### src/rtl/mscrub_pkg.sv
package mscrub_pkg;
   typedef enum logic [2:0] {
      ST_IDLE,
      ST_FILL,
      ST_READ,
      ST_CMP,
      ST_FIX
   } scrub_st_e;
endpackage

### src/rtl/mscrub_counter.sv
module mscrub_counter #(
   parameter int unsigned W        = 32,
   parameter bit          SATURATE = 1'b0
) (
   input  logic         clk,
   input  logic         rst_n,
   input  logic         inc,
   output logic [W-1:0] q
);
   localparam logic [W-1:0] TOP = '1;

   generate
      if (SATURATE) begin : g_sat
         always_ff @(posedge clk) begin
            if (!rst_n)                q <= '0;
            else if (inc && q != TOP)  q <= q + 1'b1;
         end
      end else begin : g_wrap
         always_ff @(posedge clk) begin
            if (!rst_n)    q <= '0;
            else if (inc)  q <= q + 1'b1;
         end
      end
   endgenerate
endmodule

### src/rtl/mscrub_fifo.sv
module mscrub_fifo #(
   parameter int unsigned W     = 56,
   parameter int unsigned DEPTH = 4
) (
   input  logic         clk,
   input  logic         rst_n,
   input  logic         push,
   input  logic [W-1:0] din,
   input  logic         pop,
   output logic [W-1:0] dout,
   output logic         full,
   output logic         empty
);
   localparam int unsigned PW = (DEPTH > 1) ? $clog2(DEPTH) : 1;

   logic [W-1:0]  slot_q [DEPTH];
   logic [PW-1:0] wr_q, rd_q;
   logic [PW:0]   fill_q;
   logic          do_push, do_pop;

   assign full    = (fill_q == (PW+1)'(DEPTH));
   assign empty   = (fill_q == '0);
   assign do_push = push && !full;
   assign do_pop  = pop && !empty;
   assign dout    = slot_q[rd_q];

   always_ff @(posedge clk) begin
      if (!rst_n) begin
         wr_q   <= '0;
         rd_q   <= '0;
         fill_q <= '0;
      end else begin
         if (do_push) wr_q <= wr_q + 1'b1;
         if (do_pop)  rd_q <= rd_q + 1'b1;
         if (do_push && !do_pop)      fill_q <= fill_q + 1'b1;
         else if (do_pop && !do_push) fill_q <= fill_q - 1'b1;
      end
   end

   always_ff @(posedge clk) begin
      if (do_push) slot_q[wr_q] <= din;
   end
endmodule

### src/rtl/mscrub_engine.sv
module mscrub_engine
   import mscrub_pkg::*;
#(
   parameter int unsigned ADDR_W  = 8,
   parameter int unsigned DATA_W  = 8,
   parameter int unsigned WIN_LO  = 32'h20,
   parameter int unsigned WIN_HI  = 32'hFF,
   parameter int unsigned PATTERN = 32'h55
) (
   input  logic              clk,
   input  logic              rst_n,
   input  logic              start,
   input  logic              abort,
   input  logic              mode_bank,
   input  logic              fifo_full,
   output logic              ram_en,
   output logic              ram_we,
   output logic [ADDR_W-1:0] ram_addr,
   output logic [DATA_W-1:0] ram_wdata,
   input  logic [DATA_W-1:0] ram_rdata,
   output logic              rec_push,
   output logic [DATA_W-1:0] rec_exp,
   output logic              sweep_done,
   output logic              busy
);
   localparam logic [ADDR_W-1:0] LO_DATA = ADDR_W'(WIN_LO);
   localparam logic [ADDR_W-1:0] HI_DATA = ADDR_W'(WIN_HI);
   localparam logic [ADDR_W-1:0] HI_BANK = ADDR_W'(31);
   localparam logic [DATA_W-1:0] PAT_D   = DATA_W'(PATTERN);
   localparam logic [DATA_W-1:0] PAT_A   = {(DATA_W/2){2'b10}};
   localparam logic [DATA_W-1:0] PAT_B   = ~PAT_A;

   scrub_st_e         st_q;
   logic [ADDR_W-1:0] addr_q, lo, hi;
   logic              mode_q, at_hi, mism;

   assign lo    = mode_q ? '0 : LO_DATA;
   assign hi    = mode_q ? HI_BANK : HI_DATA;
   assign at_hi = (addr_q == hi);

   // bank index is address bits [4:3]; even banks take PAT_A
   assign rec_exp = mode_q ? (addr_q[3] ? PAT_B : PAT_A) : PAT_D;
   assign mism    = (st_q == ST_CMP) && (ram_rdata != rec_exp);
   assign rec_push = mism && !fifo_full && !abort;

   assign busy      = (st_q != ST_IDLE);
   assign ram_en    = (st_q == ST_FILL) || (st_q == ST_READ) || (st_q == ST_FIX);
   assign ram_we    = (st_q == ST_FILL) || (st_q == ST_FIX);
   assign ram_addr  = addr_q;
   assign ram_wdata = rec_exp;

   always_ff @(posedge clk) begin
      if (!rst_n) begin
         st_q       <= ST_IDLE;
         addr_q     <= '0;
         mode_q     <= 1'b0;
         sweep_done <= 1'b0;
      end else begin
         sweep_done <= 1'b0;
         if (abort) begin
            st_q <= ST_IDLE;
         end else begin
            unique case (st_q)
               ST_IDLE: if (start) begin
                  mode_q <= mode_bank;
                  addr_q <= mode_bank ? '0 : LO_DATA;
                  st_q   <= ST_FILL;
               end
               ST_FILL: begin
                  if (at_hi) begin
                     addr_q <= lo;
                     st_q   <= ST_READ;
                  end else begin
                     addr_q <= addr_q + 1'b1;
                  end
               end
               ST_READ: st_q <= ST_CMP;
               ST_CMP: begin
                  if (!mism) begin
                     addr_q     <= at_hi ? lo : addr_q + 1'b1;
                     sweep_done <= at_hi;
                     st_q       <= ST_READ;
                  end else if (!fifo_full) begin
                     st_q <= ST_FIX;
                  end else begin
                     st_q <= ST_READ;
                  end
               end
               ST_FIX: begin
                  addr_q     <= at_hi ? lo : addr_q + 1'b1;
                  sweep_done <= at_hi;
                  st_q       <= ST_READ;
               end
               default: st_q <= ST_IDLE;
            endcase
         end
      end
   end
endmodule

### src/rtl/mem_scrubber.sv
module mem_scrubber #(
   parameter int unsigned ADDR_W     = 8,
   parameter int unsigned DATA_W     = 8,
   parameter int unsigned TAG_W      = 32,
   parameter int unsigned CNT_W      = 16,
   parameter int unsigned FIFO_DEPTH = 4,
   parameter int unsigned WIN_LO     = 32'h20,
   parameter int unsigned WIN_HI     = 32'hFF,
   parameter int unsigned PATTERN    = 32'h55
) (
   input  logic              clk,
   input  logic              rst_n,
   input  logic              start,
   input  logic              abort,
   input  logic              mode_bank,
   output logic              ram_en,
   output logic              ram_we,
   output logic [ADDR_W-1:0] ram_addr,
   output logic [DATA_W-1:0] ram_wdata,
   input  logic [DATA_W-1:0] ram_rdata,
   output logic              err_valid,
   input  logic              err_ready,
   output logic [ADDR_W-1:0] err_addr,
   output logic [DATA_W-1:0] err_obs,
   output logic [DATA_W-1:0] err_exp,
   output logic [TAG_W-1:0]  err_tag,
   output logic [CNT_W-1:0]  err_count,
   output logic              sweep_done,
   output logic              busy
);
   localparam int unsigned REC_W = ADDR_W + 2*DATA_W + TAG_W;

   generate
      if (WIN_LO > WIN_HI) begin : g_bad_window
         $error("window low bound above high bound");
      end
      if (WIN_HI >= (1 << ADDR_W)) begin : g_bad_hi
         $error("window high bound outside address space");
      end
      if (ADDR_W < 5) begin : g_bad_aw
         $error("bank mode needs at least 5 address bits");
      end
      if ((DATA_W % 2) != 0) begin : g_bad_dw
         $error("data width must be even for alternating patterns");
      end
      if (FIFO_DEPTH < 2 || (FIFO_DEPTH & (FIFO_DEPTH - 1)) != 0) begin : g_bad_depth
         $error("report FIFO depth must be a power of two, at least 2");
      end
   endgenerate

   logic              rec_push, fifo_full, fifo_empty;
   logic [DATA_W-1:0] rec_exp;
   logic [TAG_W-1:0]  tag_now;
   logic [REC_W-1:0]  rec_in, rec_out;

   mscrub_counter #(.W(TAG_W), .SATURATE(1'b0)) u_tag (
      .clk(clk), .rst_n(rst_n), .inc(1'b1), .q(tag_now)
   );

   mscrub_counter #(.W(CNT_W), .SATURATE(1'b1)) u_errcnt (
      .clk(clk), .rst_n(rst_n), .inc(rec_push), .q(err_count)
   );

   mscrub_engine #(
      .ADDR_W(ADDR_W), .DATA_W(DATA_W), .WIN_LO(WIN_LO),
      .WIN_HI(WIN_HI), .PATTERN(PATTERN)
   ) u_eng (
      .clk(clk), .rst_n(rst_n), .start(start), .abort(abort),
      .mode_bank(mode_bank), .fifo_full(fifo_full),
      .ram_en(ram_en), .ram_we(ram_we), .ram_addr(ram_addr),
      .ram_wdata(ram_wdata), .ram_rdata(ram_rdata),
      .rec_push(rec_push), .rec_exp(rec_exp),
      .sweep_done(sweep_done), .busy(busy)
   );

   assign rec_in = {ram_addr, ram_rdata, rec_exp, tag_now};

   mscrub_fifo #(.W(REC_W), .DEPTH(FIFO_DEPTH)) u_fifo (
      .clk(clk), .rst_n(rst_n), .push(rec_push), .din(rec_in),
      .pop(err_ready), .dout(rec_out), .full(fifo_full), .empty(fifo_empty)
   );

   assign err_valid = !fifo_empty;
   assign {err_addr, err_obs, err_exp, err_tag} = rec_out;
endmodule

### config.mk
export PLATFORM = sky130hd
export DESIGN_NAME = mem_scrubber
export DESIGN_NICKNAME = d
export VERILOG_FILES = /design/src/rtl/mscrub_pkg.sv /design/src/rtl/mscrub_counter.sv /design/src/rtl/mscrub_fifo.sv /design/src/rtl/mscrub_engine.sv /design/src/rtl/mem_scrubber.sv
export SDC_FILE = /design/constraint.sdc
export NUM_CORES = 1
export LEC_CHECK = 0
export BUFFER_PORTS_ARGS = -buffer_cell sky130_fd_sc_hd__buf_2
export CORE_MARGIN = 1.5
export CORE_UTILIZATION = 52
export DETAILED_ROUTE_END_ITERATION = 8
export HOLD_SLACK_MARGIN = 0.02
export PLACE_DENSITY = 0.76
export SYNTH_ARGS = -nofsm -noshare
export SYNTH_HDL_FRONTEND = slang
export SYNTH_SLANG_ARGS = --single-unit
### constraint.sdc
create_clock -name clk -period 3.6 [get_ports clk]
set_input_delay 0.36 -clock clk [delete_from_list [all_inputs] [get_ports clk]]
set_output_delay 0.36 -clock clk [all_outputs]
set_load 0.01 [all_outputs]
==> out/summary.txt, run 1 <==
ant diodes: 0
status: completed
Max IR drop VDD: 0.370 mV
clock skew: 0.0132 ns
placed cell count: 1,030
Vias: 6,254
Seq/Total Area, Yosys: 0.686
FFs w/ async S/R, synth: 0
width of the die: 147 microns
worst-case clock buffer depth: 3
die height: 147 microns
P_leak: 4.29 nW
Routed Antenna Nets: 0
Avg Cell Area, Syn: 15.8 sq um
Final Util: 0.614
post_cts resized: 0
Final Slew Violations: 0
Core Footprint: 0.0203 sq mm
Distinct cells, synth: 55
Post-CTS Hold Buffers: 0
Worst Setup Path Type: register to register
CTS tree: yes
setup TNS: 0 ns
minimum hold slack: 0.0699 ns
dpl ws: 0.794 ns
Fillers: 1,485
share of layout cells above drive strength 1: 0.280
CP startpoint kind: register
Tcrit/Tclk final: 0.780
Min-Delay Path Depth: 1
# H-tree levels: 1
# DRC: 0
Tmin final: 2.81 ns
Post-Synthesis Cells: 686
number of buffers added on ports: 106
Pre-Repair DR Iteration Count: 5
clk sinks: 270
CP endpoint kind: register
Skew-Pair Late Insertion Delay: 0.53 ns
post-synthesis cell area: 0.0108 sq mm
largest net degree at the start of global routing: 54
via/cell ratio: 5.79
Reg2Reg Depth: 10
FMAX: 356 MHz
power per cell area: 551 mW/mm^2
Final WS setup: 0.794 ns
die area: 0.0217 sq mm
Non-Filler Instances: 1,080
Final nets: 812
HPWL after DPL: 12,700 microns
number of global-route vias before repair: 6,384
post-CTS setup buffers: 0
register cell area after layout: 0.00741 sq mm
root buffer cell: clkbuf_16
IO Pins: 107
area of the multi-input gates: 0.00313 sq mm
gr usage total: 0.191
initial antenna violation count: 0
Syn Nets: 709
row count: 52
clock slew at reported path FFs: 0.06 ns
grt total ovfl: 0
initial DRC count: 468
unrepaired setup endpoints after global routing: false
CTS buffer count: 27
Data required, critical path: 4.04 ns
YS warnings: 0
Max-cap violations: 0
ys flop type: edfxtp_1
GP Congestion: 0.810
setup violators final: 0
global-route wire length before repair: 32,800 microns
WL/cell: 19.0 microns
Worst-Margin Slew: 0.960 ns
Worst slew margin: 0.359
Area growth, synth to finish: 15.4%
Worst EP arrival: 3.25 ns
hold crit path type: input port to register
final-report hold violation count: 0
Starting Density: 0.532
CP Max Fanout: 13
Post-synth EDFFs: 200
flops & latches, synth: 270
DRT Wirelength: 20,500 microns
synth_stat cells (all sizes together), types with 3 or more instances:
library cell | n | share of area
mux4 | 50 | 0.10
or4 | 8 | 0.0056
nand2b | 9 | 0.0052
nand2 | 29 | 0.010
xnor2 | 10 | 0.0081
and2 | 8 | 0.0046
ha | 8 | 0.0093
or3 | 15 | 0.0090
nor4b | 3 | 0.0024
nor3b | 3 | 0.0021
xor2 | 19 | 0.015
o21bai | 4 | 0.0028
nand3b | 4 | 0.0039
inv | 14 | 0.0049
nand3 | 26 | 0.013
nand4 | 15 | 0.011
mux2i | 8 | 0.0074
o311ai | 3 | 0.0024
edfxtp | 200 | 0.56
buf | 25 | 0.015
a21oi | 25 | 0.012
and3 | 9 | 0.0052
o31ai | 7 | 0.0049
clkbuf | 15 | 0.0052
o21ai | 19 | 0.0088
dfxtp | 70 | 0.13
nor2 | 42 | 0.015
nor3 | 7 | 0.0043
nor4 | 9 | 0.0066
per-layer routing:
metal | global-route usage | up-vias | part of all wire
met4 | 0.0585 | 0 | 0.024
met2 | 0.339 | 213 | 0.52
met3 | 0.0351 | 48 | 0.061
li1 | - | 2867 | -
met1 | 0.240 | 3126 | 0.40
met5 | 0 | - | 0
cell type report:
| cell class | count | share of cell area |
|---|---|---|
| clock inverter | 19 | 0.0174 |
| multi-input combinational | 362 | 0.251 |
| clock buffer | 31 | 0.0578 |
| tap | 270 | 0.0271 |
| sequential | 270 | 0.595 |
| inverter | 14 | 0.00422 |
| timing repair buffer | 114 | 0.0474 |
through the flow:
step                      power, W  cell area (sq um)
final                      0.00687              12500
after global routing       0.00708              12500
after CTS                  0.00693              12500
after detailed placement   0.00406              11500
after global placement     0.00404              11500
after floorplan            0.00386              10800
worst paths after layout:
check | startpoint | endpoint | slack (ns)
max | u_eng.ram_addr[3] | u_fifo.fill_q[2] | 0.79
min | ram_rdata[4] | u_fifo.slot_q[1][44] | 0.07
max reg2reg | u_eng.ram_addr[3] | u_fifo.fill_q[2] | 0.79
min reg2reg | u_errcnt.q[5] | u_errcnt.q[5] | 0.50
sequential cells by signal, indices dropped and copies added (netlist names), named ones only:
| name | flops |
|---|---|
| u_eng.ram_addr | 8 |
| u_errcnt.q | 16 |
| u_tag.q | 32 |
| u_eng.st_q | 3 |
| u_fifo.rd_q | 2 |
| u_fifo.wr_q | 2 |
| u_eng.mode_q | 1 |
| u_fifo.fill_q | 3 |
| u_eng.sweep_done | 1 |
| u_fifo.slot_q | 200 |
power breakdown:
group          leakage, nW  switching, W  internal [W]
sequential            2.41     0.0000618       0.00334
combinational         1.43      0.000292      0.000292
clock                0.454       0.00116       0.00173
total                 4.29       0.00151       0.00536
kinds of logic after synthesis:
family                   after synthesis  synth area share
multiplexers                          58             0.112
buffers and inverters                 54            0.0249
XOR/XNOR                              29            0.0235
flip-flops                           270             0.686
AO/OA/AOI/OAI                         71            0.0399
adder cells (fa/ha/maj)                9            0.0111
AND/OR/NAND/NOR                      195             0.103
critical path, stage by stage, from the launching register on:
cell      delay [ns]
dfxtp_1         0.47
nand2b_1        0.44
or4_1           0.24
nand3_2         0.12
inv_2           0.16
ha_1            0.21
inv_1           0.06
fa_1            0.38
xor2_1          0.16
or3_1           0.31
a21oi_1         0.16
cell usage in the layout, fill, tap and decap left out, types with 4 or more instances in the layout:
master,netlist,final
a21oi_1,25,25
and2_1,8,4
and2_2,0,4
and3_1,9,9
buf_2,11,106
buf_4,14,8
bufinv_16,0,4
clkbuf_16,0,27
clkinv_1,0,4
clkinv_2,0,5
dfxtp_1,70,68
edfxtp_1,200,200
ha_1,8,8
inv_1,12,12
mux2i_1,8,8
mux4_2,50,50
nand2_1,29,29
nand2b_1,9,9
nand3_1,25,25
nand4_1,13,13
nor2_1,42,42
nor3_1,6,6
nor4_1,8,8
o21ai_0,19,19
o21bai_1,4,4
o31ai_1,7,7
or3_1,12,12
or4_1,8,8
xnor2_1,10,10
xor2_1,19,19
Note: power is estimated with default switching activity, not from simulation.
==> inputs of run 2 (changes only) <==
--- a/config.mk
+++ b/config.mk
@@ -10,7 +10,7 @@
 export CORE_UTILIZATION = 52
 export DETAILED_ROUTE_END_ITERATION = 8
 export HOLD_SLACK_MARGIN = 0.02
-export PLACE_DENSITY = 0.76
+export PLACE_DENSITY = 0.78
 export SYNTH_ARGS = -nofsm -noshare
 export SYNTH_HDL_FRONTEND = slang
 export SYNTH_SLANG_ARGS = --single-unit
==> constraint.sdc (replaced) <==
create_clock -name clk -period 2.45 [get_ports clk]
set_input_delay 0.245 -clock clk [delete_from_list [all_inputs] [get_ports clk]]
set_output_delay 0.245 -clock clk [all_outputs]
set_load 0.01 [all_outputs]
==> out/summary.txt, run 2 (synthesis gave the netlist of run 1 again) <==
clock slew at reported path FFs: 0.06 ns
Final Util: 0.625
Reg power frac: 0.511
die area: 0.0217 sq mm
CP startpoint kind: input port
initial antenna violation count: 1
largest net degree at the start of global routing: 54
Pre-Repair DR Iteration Count: 4
setup violators final: 0
worst-case clock buffer depth: 3
Routed Antenna Nets: 0
gr usage total: 0.190
Starting Density: 0.532
GP Congestion: 0.817
Combinational Power Share: 0.087
# DRC: 0
DRT Wirelength: 20,400 microns
P_leak: 4.46 nW
Core Footprint: 0.0203 sq mm
WL/cell: 18.5 microns
power per cell area: 767 mW/mm^2
Max IR drop VDD: 0.462 mV
Final WS setup: 0.107 ns
placed cell count: 1,045
Worst Setup Path Type: input port to register
CP endpoint kind: register
number of buffers added on ports: 106
ant diodes: 0
# H-tree levels: 1
FMAX: 427 MHz
Worst-Margin Slew: 0.980 ns
clk sinks: 270
largest registers: u_fifo.slot_q x200, u_tag.q x32, u_errcnt.q x16
final-report hold violation count: 0
CTS buffer count: 26
Vias: 6,276
HPWL after DPL: 12,200 microns
post-CTS setup buffers: 0
CTS tree: yes
Worst EP arrival: 2.79 ns
Tcrit/Tclk final: 0.956
Final nets: 835
IO Pins: 107
CP Max Fanout: 6
row count: 52
grt total ovfl: 0
Non-Filler Instances: 1,102
initial DRC count: 452
most frequent cells in the layout: edfxtp_1, buf_2, dfxtp_1, mux4_2, nor2_1
Biggest register: u_fifo.slot_q
global-route wire length before repair: 32,600 microns
width of the die: 147 microns
die height: 147 microns
dpl ws: 0.158 ns
share of layout cells above drive strength 1: 0.291
clock skew: 0.0136 ns
root buffer cell: clkbuf_16
Net Switching: 0.00211 W
Worst slew margin: 0.347
Clock Power Share: 0.403
Area growth, synth to finish: 17.4%
minimum hold slack: 0.0653 ns
Int Power: 0.00763 W
max reg flops: 200
commonest non-fill, non-tap cell in the layout: edfxtp_1
number of global-route vias before repair: 6,261
Final Slew Violations: 0
Data required, critical path: 2.89 ns
Tmin final: 2.34 ns
via/cell ratio: 5.70
Net Sw Frac: 0.217
Max-cap violations: 0
status: completed
Skew-Pair Late Insertion Delay: 0.52 ns
Tot Pwr: 0.00974 W
hold crit path type: input port to register
run 2: cell types whose count changed in the layout (fill, tap and decap cells not counted), sizes merged:
cell	previous run	this run
buf	114	129
bufinv	4	2
clkbuf	31	35
clkinv	11	9
clkinvlp	3	0
dlygate4sd3	0	9
inv	15	16
run 2: area by class of cell:
type	count	area (sq um)
inverters	14	52.6
multi-input cells	362	3160
repair buffers	138	868
fillers	1447	7610
flip-flops and latches	270	7410
clock inverters	13	129
clock buffers	35	726
well taps	270	338
run 2: path summary, 6_finish.rpt:
path,slack (ns),endpoint,start,cells past startpoint
max reg2reg,0.16,u_fifo.fill_q[2],u_eng.mode_q,11
min,0.07,u_eng.st_q[0],start,3
max,0.11,u_fifo.fill_q[2],ram_rdata[2],13
min reg2reg,0.48,u_errcnt.q[15],u_errcnt.q[15],1
run 2: repair_timing:
item	in CTS	in global routing
setup endpoints to repair	0	1
hold buffers	9	0
gates resized for setup	0	3
hold endpoints to repair	33	0
run 2: critical path: stages:
cell and delay, ns:
dlygate4sd3_1 0.54, buf_2 0.16, nor4bb_2 0.18, buf_4 0.14, nand3_1 0.13, nand3_2 0.12, inv_2 0.07, ha_2 0.18
inv_1 0.05, fa_1 0.37, xor2_1 0.16, or3_1 0.31, a21oi_1 0.14
run 2: power groups by stage:
stage          clock [W]  sequential, W  combinational, W
5_1_grt          0.00420        0.00498          0.000917
4_1_cts          0.00399        0.00497          0.000856
3_3_place_gp           0        0.00507          0.000828
3_5_place_dp           0        0.00507          0.000836
2_1_floorplan          0        0.00503          0.000606
6_report         0.00392        0.00497          0.000842
run 2: layer usage:
layer  routed length (microns)  share of wire  vias to the layer above  global-route usage
met5                        13        0.00064                        -                   0
met4                       343          0.017                        2              0.0565
met3                      1300          0.064                       29              0.0345
met2                     10300           0.51                      204               0.324
li1                          -              -                     2912                   -
met1                      8370           0.41                     3129               0.249
run 2: metrics by stage:
step	area [sq um]	setup TNS (ns)
floorplan	10800	0
CTS	12700	0
finish	12700	0
detailed placement	11700	0
global placement	11700	0
global route	12700	-0.00836
